**src/rtl/dlf_pkg.sv**
```systemverilog
// Shared constants for the double-linefill burst generator.
// Assumes AXI burst encodings and 8-byte data beats.
package dlf_pkg;
    typedef enum logic [1:0] {
        BT_FIXED = 2'b00,
        BT_INCR  = 2'b01,
        BT_WRAP  = 2'b10
    } burst_e;

    localparam logic [2:0] SIZE_64 = 3'd3;
    localparam int         BEAT_BYTES = 8;
endpackage

```
**src/rtl/dlf_decide.sv**
```systemverilog
// Combinational fill decision: given a miss and the configuration, picks
// the start address, burst type, length and the filled line addresses.
// Assumes LINE_BYTES and PAGE_BYTES are powers of two, PAGE > 2*LINE.
module dlf_decide
    import dlf_pkg::*;
#(
    parameter int ADDR_W     = 32,
    parameter int LINE_BYTES = 32,
    parameter int PAGE_BYTES = 4096
) (
    input  logic [ADDR_W-1:0] addr,
    input  logic [1:0]        in_burst,
    input  logic [7:0]        in_len,
    input  logic [2:0]        in_size,
    input  logic              prefetch,
    input  logic              dbl_en,
    input  logic              wrap_dbl_dis,
    input  logic              incr_dbl_en,
    input  logic              excl_mode,
    output logic [ADDR_W-1:0] d_addr,
    output logic [1:0]        d_burst,
    output logic [7:0]        d_len,
    output logic [ADDR_W-1:0] d_line0,
    output logic [ADDR_W-1:0] d_line1,
    output logic              d_line1_vld
);
    localparam int LINE_W   = $clog2(LINE_BYTES);
    localparam int PAIR_W   = LINE_W + 1;
    localparam int PAGE_W   = $clog2(PAGE_BYTES);
    localparam int BEAT_W   = $clog2(BEAT_BYTES);
    localparam int BEATS    = LINE_BYTES / BEAT_BYTES;
    localparam logic [7:0] LEN_ONE = 8'(BEATS - 1);
    localparam logic [7:0] LEN_TWO = 8'(2 * BEATS - 1);

    logic [ADDR_W-1:0] line_addr, pair_base, next_line;
    logic eligible, allowed, unaligned, last_in_page;

    // Derive the aligned addresses and the doubling conditions.
    always_comb begin
        line_addr    = {addr[ADDR_W-1:LINE_W], LINE_W'(0)};
        pair_base    = {addr[ADDR_W-1:PAIR_W], PAIR_W'(0)};
        next_line    = line_addr + ADDR_W'(LINE_BYTES);
        unaligned    = |addr[LINE_W-1:BEAT_W];
        last_in_page = &addr[PAGE_W-1:LINE_W];
        eligible     = ((in_burst == BT_WRAP) || (in_burst == BT_INCR)) &&
                       (in_len == LEN_ONE) && (in_size == SIZE_64);
        allowed      = dbl_en && eligible && !(prefetch && excl_mode);
    end

    // Select the burst shape: single, wrapped pair or incrementing pair.
    always_comb begin
        d_addr      = addr;
        d_burst     = BT_WRAP;
        d_len       = LEN_ONE;
        d_line0     = line_addr;
        d_line1     = next_line;
        d_line1_vld = 1'b0;
        if (allowed && !(unaligned && wrap_dbl_dis)) begin
            if (incr_dbl_en) begin
                if (!last_in_page) begin
                    d_addr      = line_addr;
                    d_burst     = BT_INCR;
                    d_len       = LEN_TWO;
                    d_line1_vld = 1'b1;
                end
            end else begin
                d_addr      = line_addr;
                d_len       = LEN_TWO;
                d_line0     = pair_base;
                d_line1     = pair_base + ADDR_W'(LINE_BYTES);
                d_line1_vld = 1'b1;
            end
        end
    end
endmodule

```
**src/rtl/dlf_ar_reg.sv**
```systemverilog
// Read-address output register: captures one decision and holds it on
// the channel until accepted. Assumes a single request in flight.
module dlf_ar_reg
    import dlf_pkg::*;
#(
    parameter int ADDR_W     = 32,
    parameter int LINE_BYTES = 32
) (
    input  logic              clk,
    input  logic              rst_n,
    input  logic              load,
    input  logic [ADDR_W-1:0] d_addr,
    input  logic [1:0]        d_burst,
    input  logic [7:0]        d_len,
    input  logic [ADDR_W-1:0] d_line0,
    input  logic [ADDR_W-1:0] d_line1,
    input  logic              d_line1_vld,
    input  logic              ar_ready,
    output logic              ar_valid,
    output logic [ADDR_W-1:0] ar_addr,
    output logic [1:0]        ar_burst,
    output logic [7:0]        ar_len,
    output logic [2:0]        ar_size,
    output logic [ADDR_W-1:0] fill_line0,
    output logic [ADDR_W-1:0] fill_line1,
    output logic              fill_line1_vld
);
    localparam int PAGE_LO = 12;

    // Track the channel valid flag through load and handshake.
    always_ff @(posedge clk) begin
        if (!rst_n)                    ar_valid <= 1'b0;
        else if (load)                 ar_valid <= 1'b1;
        else if (ar_valid && ar_ready) ar_valid <= 1'b0;
    end

    // Capture the request fields when a new decision is taken.
    always_ff @(posedge clk) begin
        if (!rst_n) begin
            ar_addr        <= '0;
            ar_burst       <= BT_WRAP;
            ar_len         <= '0;
            ar_size        <= SIZE_64;
            fill_line0     <= '0;
            fill_line1     <= '0;
            fill_line1_vld <= 1'b0;
        end else if (load) begin
            ar_addr        <= d_addr;
            ar_burst       <= d_burst;
            ar_len         <= d_len;
            ar_size        <= SIZE_64;
            fill_line0     <= d_line0;
            fill_line1     <= d_line1;
            fill_line1_vld <= d_line1_vld;
        end
    end

    AST_HOLD_STABLE: assert property (@(posedge clk) disable iff (!rst_n)
        ar_valid && !ar_ready |=> $stable(ar_addr) && $stable(ar_burst) &&
        $stable(ar_len) && $stable(fill_line0) && $stable(fill_line1) &&
        $stable(fill_line1_vld));
    AST_DROP_AFTER_HS: assert property (@(posedge clk) disable iff (!rst_n)
        ar_valid && ar_ready |=> !ar_valid);
    AST_SIZE_64: assert property (@(posedge clk) disable iff (!rst_n)
        ar_valid |-> ar_size == SIZE_64);
    AST_SINGLE_SHAPE: assert property (@(posedge clk) disable iff (!rst_n)
        ar_valid && !fill_line1_vld |-> ar_burst == BT_WRAP && ar_len == 8'd3);
    AST_LINES_ADJACENT: assert property (@(posedge clk) disable iff (!rst_n)
        ar_valid && fill_line1_vld |->
        fill_line1 - fill_line0 == ADDR_W'(LINE_BYTES));
    AST_SAME_PAGE: assert property (@(posedge clk) disable iff (!rst_n)
        ar_valid && fill_line1_vld |->
        fill_line0[ADDR_W-1:PAGE_LO] == fill_line1[ADDR_W-1:PAGE_LO]);
endmodule

```
**src/rtl/dlf_burst_gen.sv**
```systemverilog
// Top: double-linefill read burst generator. Takes one miss at a time,
// decides single or double fill, and drives the read-address channel.
// Assumes static configuration while a request is outstanding.
module dlf_burst_gen
    import dlf_pkg::*;
#(
    parameter int ADDR_W     = 32,
    parameter int LINE_BYTES = 32,
    parameter int PAGE_BYTES = 4096
) (
    input  logic              clk,
    input  logic              rst_n,
    input  logic              req_valid,
    output logic              req_ready,
    input  logic [ADDR_W-1:0] req_addr,
    input  logic [1:0]        req_burst,
    input  logic [7:0]        req_len,
    input  logic [2:0]        req_size,
    input  logic              req_prefetch,
    input  logic              cfg_dbl_en,
    input  logic              cfg_wrap_dbl_dis,
    input  logic              cfg_incr_dbl_en,
    input  logic              cfg_excl_mode,
    output logic              ar_valid,
    input  logic              ar_ready,
    output logic [ADDR_W-1:0] ar_addr,
    output logic [1:0]        ar_burst,
    output logic [7:0]        ar_len,
    output logic [2:0]        ar_size,
    output logic [ADDR_W-1:0] fill_line0,
    output logic [ADDR_W-1:0] fill_line1,
    output logic              fill_line1_vld
);
    logic [ADDR_W-1:0] d_addr, d_line0, d_line1;
    logic [1:0]        d_burst;
    logic [7:0]        d_len;
    logic              d_line1_vld, load;

    // Accept a new miss only when the channel register is empty.
    always_comb begin
        req_ready = !ar_valid;
        load      = req_valid && req_ready;
    end

    dlf_decide #(.ADDR_W(ADDR_W), .LINE_BYTES(LINE_BYTES), .PAGE_BYTES(PAGE_BYTES)) decide_i (
        .addr(req_addr), .in_burst(req_burst), .in_len(req_len), .in_size(req_size),
        .prefetch(req_prefetch), .dbl_en(cfg_dbl_en), .wrap_dbl_dis(cfg_wrap_dbl_dis),
        .incr_dbl_en(cfg_incr_dbl_en), .excl_mode(cfg_excl_mode),
        .d_addr(d_addr), .d_burst(d_burst), .d_len(d_len),
        .d_line0(d_line0), .d_line1(d_line1), .d_line1_vld(d_line1_vld)
    );

    dlf_ar_reg #(.ADDR_W(ADDR_W), .LINE_BYTES(LINE_BYTES)) ar_reg_i (
        .clk(clk), .rst_n(rst_n), .load(load),
        .d_addr(d_addr), .d_burst(d_burst), .d_len(d_len),
        .d_line0(d_line0), .d_line1(d_line1), .d_line1_vld(d_line1_vld),
        .ar_ready(ar_ready), .ar_valid(ar_valid), .ar_addr(ar_addr),
        .ar_burst(ar_burst), .ar_len(ar_len), .ar_size(ar_size),
        .fill_line0(fill_line0), .fill_line1(fill_line1), .fill_line1_vld(fill_line1_vld)
    );

    AST_NO_ACCEPT_WHILE_BUSY: assert property (@(posedge clk) disable iff (!rst_n)
        ar_valid && !ar_ready |=> ar_valid);
    AST_RISE_AFTER_TAKE: assert property (@(posedge clk) disable iff (!rst_n)
        req_valid && !ar_valid |=> ar_valid);
endmodule

```
**config.mk**
```make
export PLATFORM = sky130hd
export DESIGN_NAME = dlf_burst_gen
export DESIGN_NICKNAME = d
export VERILOG_FILES = /design/src/rtl/dlf_pkg.sv /design/src/rtl/dlf_decide.sv /design/src/rtl/dlf_ar_reg.sv /design/src/rtl/dlf_burst_gen.sv
export SDC_FILE = /design/constraint.sdc
export NUM_CORES = 1
export LEC_CHECK = 0
export ABC_AREA = 0
export BUFFER_PORTS_ARGS = -buffer_cell sky130_fd_sc_hd__buf_2
export CAP_MARGIN = 0
export CORE_MARGIN = 8
export CORE_UTILIZATION = 50
export CTS_CLUSTER_DIAMETER = 80
export CTS_CLUSTER_SIZE = 28
export DETAILED_ROUTE_END_ITERATION = 12
export HOLD_SLACK_MARGIN = 0.02
export PLACE_DENSITY = 0.86
export REMOVE_ABC_BUFFERS = 1
export SYNTH_ARGS = -nofsm -noshare
export SYNTH_HDL_FRONTEND = slang
export SYNTH_SLANG_ARGS = --single-unit
```
**constraint.sdc**
```tcl
create_clock -name clk -period 2.8 [get_ports clk]
set_input_delay 0 -clock clk [delete_from_list [all_inputs] [get_ports clk]]
set_output_delay 0 -clock clk [all_outputs]
set_load 0.05 [all_outputs]
```
==> summary.md <==
| Metric | Value |
|---|---|
| Run status | `complete, no violations` |
| Post-CTS Setup Bufs | `0` |
| Port bufs | `147` |
| Adder-cell share of the synthesized area | `0.371%` |
| Final period util | `66.8%` |
| Core ar. | `6640 um2` |
| VDD IR max | `0.000416 V` |
| FF/Latch Area | `1300 um2` |
| Relative slew slack | `38.7%` |
| Minimum clock period | `1.87 ns` |
| # setup viols final | `0` |
| Xor/xnor cell area share of the yosys netlist | `3.38%` |
| Clock tree buffer depth | `2` |
| Number of clock sinks | `65` |
| Final Cell Area | `4440 um2` |
| Yosys warning total | `0` |
| Crit Path Class | `flip-flop to flip-flop` |
| Main combinational cell family by area after synthesis | `simple AND/OR/NAND/NOR gates` |
| WL/cell | `15.1 um` |
| Pwr per Cell Area | `598 nW/um2` |
| Leak | `2.04 nW` |
| Flop2flop setup slack | `0.93 ns` |
| Cells on worst reg2reg path | `6` |
| Row count | `30` |
| Critical Path Fanout Max | `27` |
| Mapped cell area | `3370 um2` |
| Fillers | `535` |
| Max-cap violations | `0` |
| DRT iter0 DRCs | `272` |
| Fin. Hold Viols | `0` |
| Worst Setup Start Kind | `flip-flop` |
| Reg clk slew, reported paths | `0.08 ns` |
| Vias per inst | `5.21` |
| Critical path data required time | `3.06 ns` |
| Die area | `9630 um2` |
| Startpoint of the worst hold path | `req_len[2]` |
| Die Wd | `98.1 um` |
| Worst R2R Start | `ar_reg_i.ar_valid` |
| Hold WC Path Type | `input pin to flip-flop` |
| Grt total ovfl | `0` |
| Sequential share of the synthesized area | `38.6%` |
| Vias | `3347` |
| Mapped Cells | `414` |
| Worst R2R End | `ar_reg_i.fill_line1[17]` |
| Footprint of the multi-input gates | `1670 um2` |
| Initial Util | `50.8%` |
| Worst slew pin tran | `0.920 ns` |
| Number of flops mapped to enable cells by yosys | `0` |
| Syn Area/Cell | `8.14 um2` |
| RSZ-0062 raised after global routing | `no` |
| Simple-gate portion of the synthesized area | `21.9%` |
| CTS buffer count | `9` |
| Crit end category | `flip-flop` |
| Multiplexer share of the synthesized area | `0.297%` |
| Overall Global Routing Usage | `20.3%` |
| Vias in the first global route | `3353` |
| Max-slew violation count | `0` |
| Area post-placement | `3860 um2` |
| DRC | `0` |
| Unique masters post-synth | `46` |
| Final cell count without fillers | `643` |
| Hold Path End | `ar_reg_i.ar_burst[0]` |
| Worst-Skew Late Latency | `0.34 ns` |
| Main flop type after synthesis | `dfxtp_1` |
| FMAX | `535 MHz` |
| Initial antenna violation count | `0` |
| Yosys reg bits | `65` |
| Initial DRT Pass Iterations | `5` |
| Critical path arrival | `2.13 ns` |
| Post-CTS Resized | `0` |
| I/O pin total | `166` |
| Routability cong. | `0.765` |
| Area Overhead vs Synth | `31.7%` |
| N_diodes | `0` |
| Clock Skew | `0.00683 ns` |
| Die height | `98.1 um` |
| Fraction of layout cells with a size suffix above 1 | `31.6%` |
| First-pass GRT wire length | `16.4 mm` |
| Area leader, netlist | `dfxtp_1` |
| Hpwl dp | `6.87 mm` |
| H-Tree Level Count | `3` |
| Compound-gate portion of the synthesized area | `21.4%` |
| Largest net degree at the start of global routing | `66` |
| DRT antenna net count | `0` |
| Clk root buf | `clkbuf_8` |
| Synth top area share | `38.6%` |
| Placed cells | `592` |
| Async set-reset flop share out of synthesis | `0%` |
| Hold path cells | `6` |
| Ranking of synthesized cells by area | `dfxtp_1, buf_4, nand2_1` |
| Final net count | `613` |
| CTS tree | `done` |
| Design Power | `0.00266 W` |
| Wirelength, routed | `9.72 mm` |
-- worst max-delay path, cell delays in order (launching register included) --
cell and delay [ns]:
dfxtp_1 0.44, inv_1 0.08, nand2_1 0.49, buf_4 0.42, nor2_1 0.07, o21ai_0 0.07, nor3b_1 0.20
-- per-stage QoR --
step / worst slack (ns) / TNS [ns] / utilization (%) / hold slack, ns
CTS: 0.931 / 0 / 66.8 / 0.158
global route: 0.708 / 0 / 66.8 / 0.203
finish: 0.930 / 0 / 66.8 / 0.170
detailed placement: 0.938 / 0 / 58.2 / 0.262
floorplan: -0.911 / -40.68 / - / 0.118
global placement: 1.02 / 0 / 58.2 / 0.252
-- what timing repair did --
item | in CTS | in global routing
hold buffers | 35 | 0
setup endpoints to repair | 0 | 0
endpoints found under the hold margin | 47 | 0
-- Yosys cell counts, types with 4 or more instances --
cell type and n:
a21boi_0 34, a21oi_1 12, a31oi_1 7, and3_1 5
buf_4 48, clkbuf_1 19, dfxtp_1 65, nand2_1 74
nand3_1 15, nand4_1 6, nor2_1 12, nor3_1 7
nor4_1 4, o2111ai_1 10, o21ai_0 38, or3_1 6
xor2_1 12
-- cell type report --
type	instances	share of cell area (%)
clock inverters	7	2.28
flip-flops and latches	65	29.3
repair buffers	188	25.5
inverters	3	0.254
well taps	80	2.25
multi-input cells	291	37.6
clock buffers	9	2.79
-- routing by layer --
| metal | track usage (%) | wire (um) | vias to the layer above |
|---|---|---|---|
| met1 | 23.3 | 3990 | 1524 |
| met3 | 5.90 | 722 | 13 |
| li1 | - | - | 1674 |
| met4 | 7.55 | 120 | 0 |
| met5 | 0 | 0 | - |
| met2 | 34.9 | 4900 | 136 |
-- placed cells by master, fill, tap and decap left out, drive strengths merged, types with 4 or more instances in the layout --
cell	count
a21boi	34
a21oi	12
a31oi	7
and3	5
buf	153
clkbuf	9
conb	18
dfxtp	65
dlygate4sd3	35
inv	6
nand2	74
nand3	15
nand4	8
nor2	13
nor3	8
nor4	4
o2111ai	10
o21ai	39
or3	6
xor2	12
-- how the worst max path moves through the flow --
stage,from,endpoint,slack [ns],depth (start not counted)
after CTS,ar_reg_i.ar_valid,ar_reg_i.fill_line1[17],0.93,6
after global placement,req_len[5],ar_reg_i.fill_line1[29],1.02,7
after detailed placement,req_len[5],ar_reg_i.fill_line1[17],0.94,7
after floorplan,ar_reg_i.ar_valid,ar_reg_i.fill_line1[15],-0.91,4
final,ar_reg_i.ar_valid,ar_reg_i.fill_line1[17],0.93,6
after global routing,ar_reg_i.ar_valid,ar_reg_i.fill_line1[17],0.71,6
-- cells by family (layout without fill, tap and decap cells) --
logic type      count (synthesis)  count (layout)
compound gates                111             111
xor+xnor                       13              13
mux                             1               1
simple gates                  147             147
other cells                     2              18
buf+inv                        74             207
fa+ha+maj                       1               1
flops                          65              65
-- sequential cells by signal (all words and copies together) (netlist names) --
signal,count
ar_reg_i.ar_addr,32
ar_reg_i.ar_len,2
ar_reg_i.fill_line0,1
ar_reg_i.fill_line1,27
ar_reg_i.ar_valid,1
ar_reg_i.ar_burst,2
-- where the power goes --
group          switching [W]  total (W)  internal [W]
combinational       0.000541   0.000723      0.000181
sequential         0.0000355    0.00102      0.000988
clock               0.000401   0.000911      0.000510
total               0.000977    0.00266       0.00168
(Power assumes the default switching activity.)
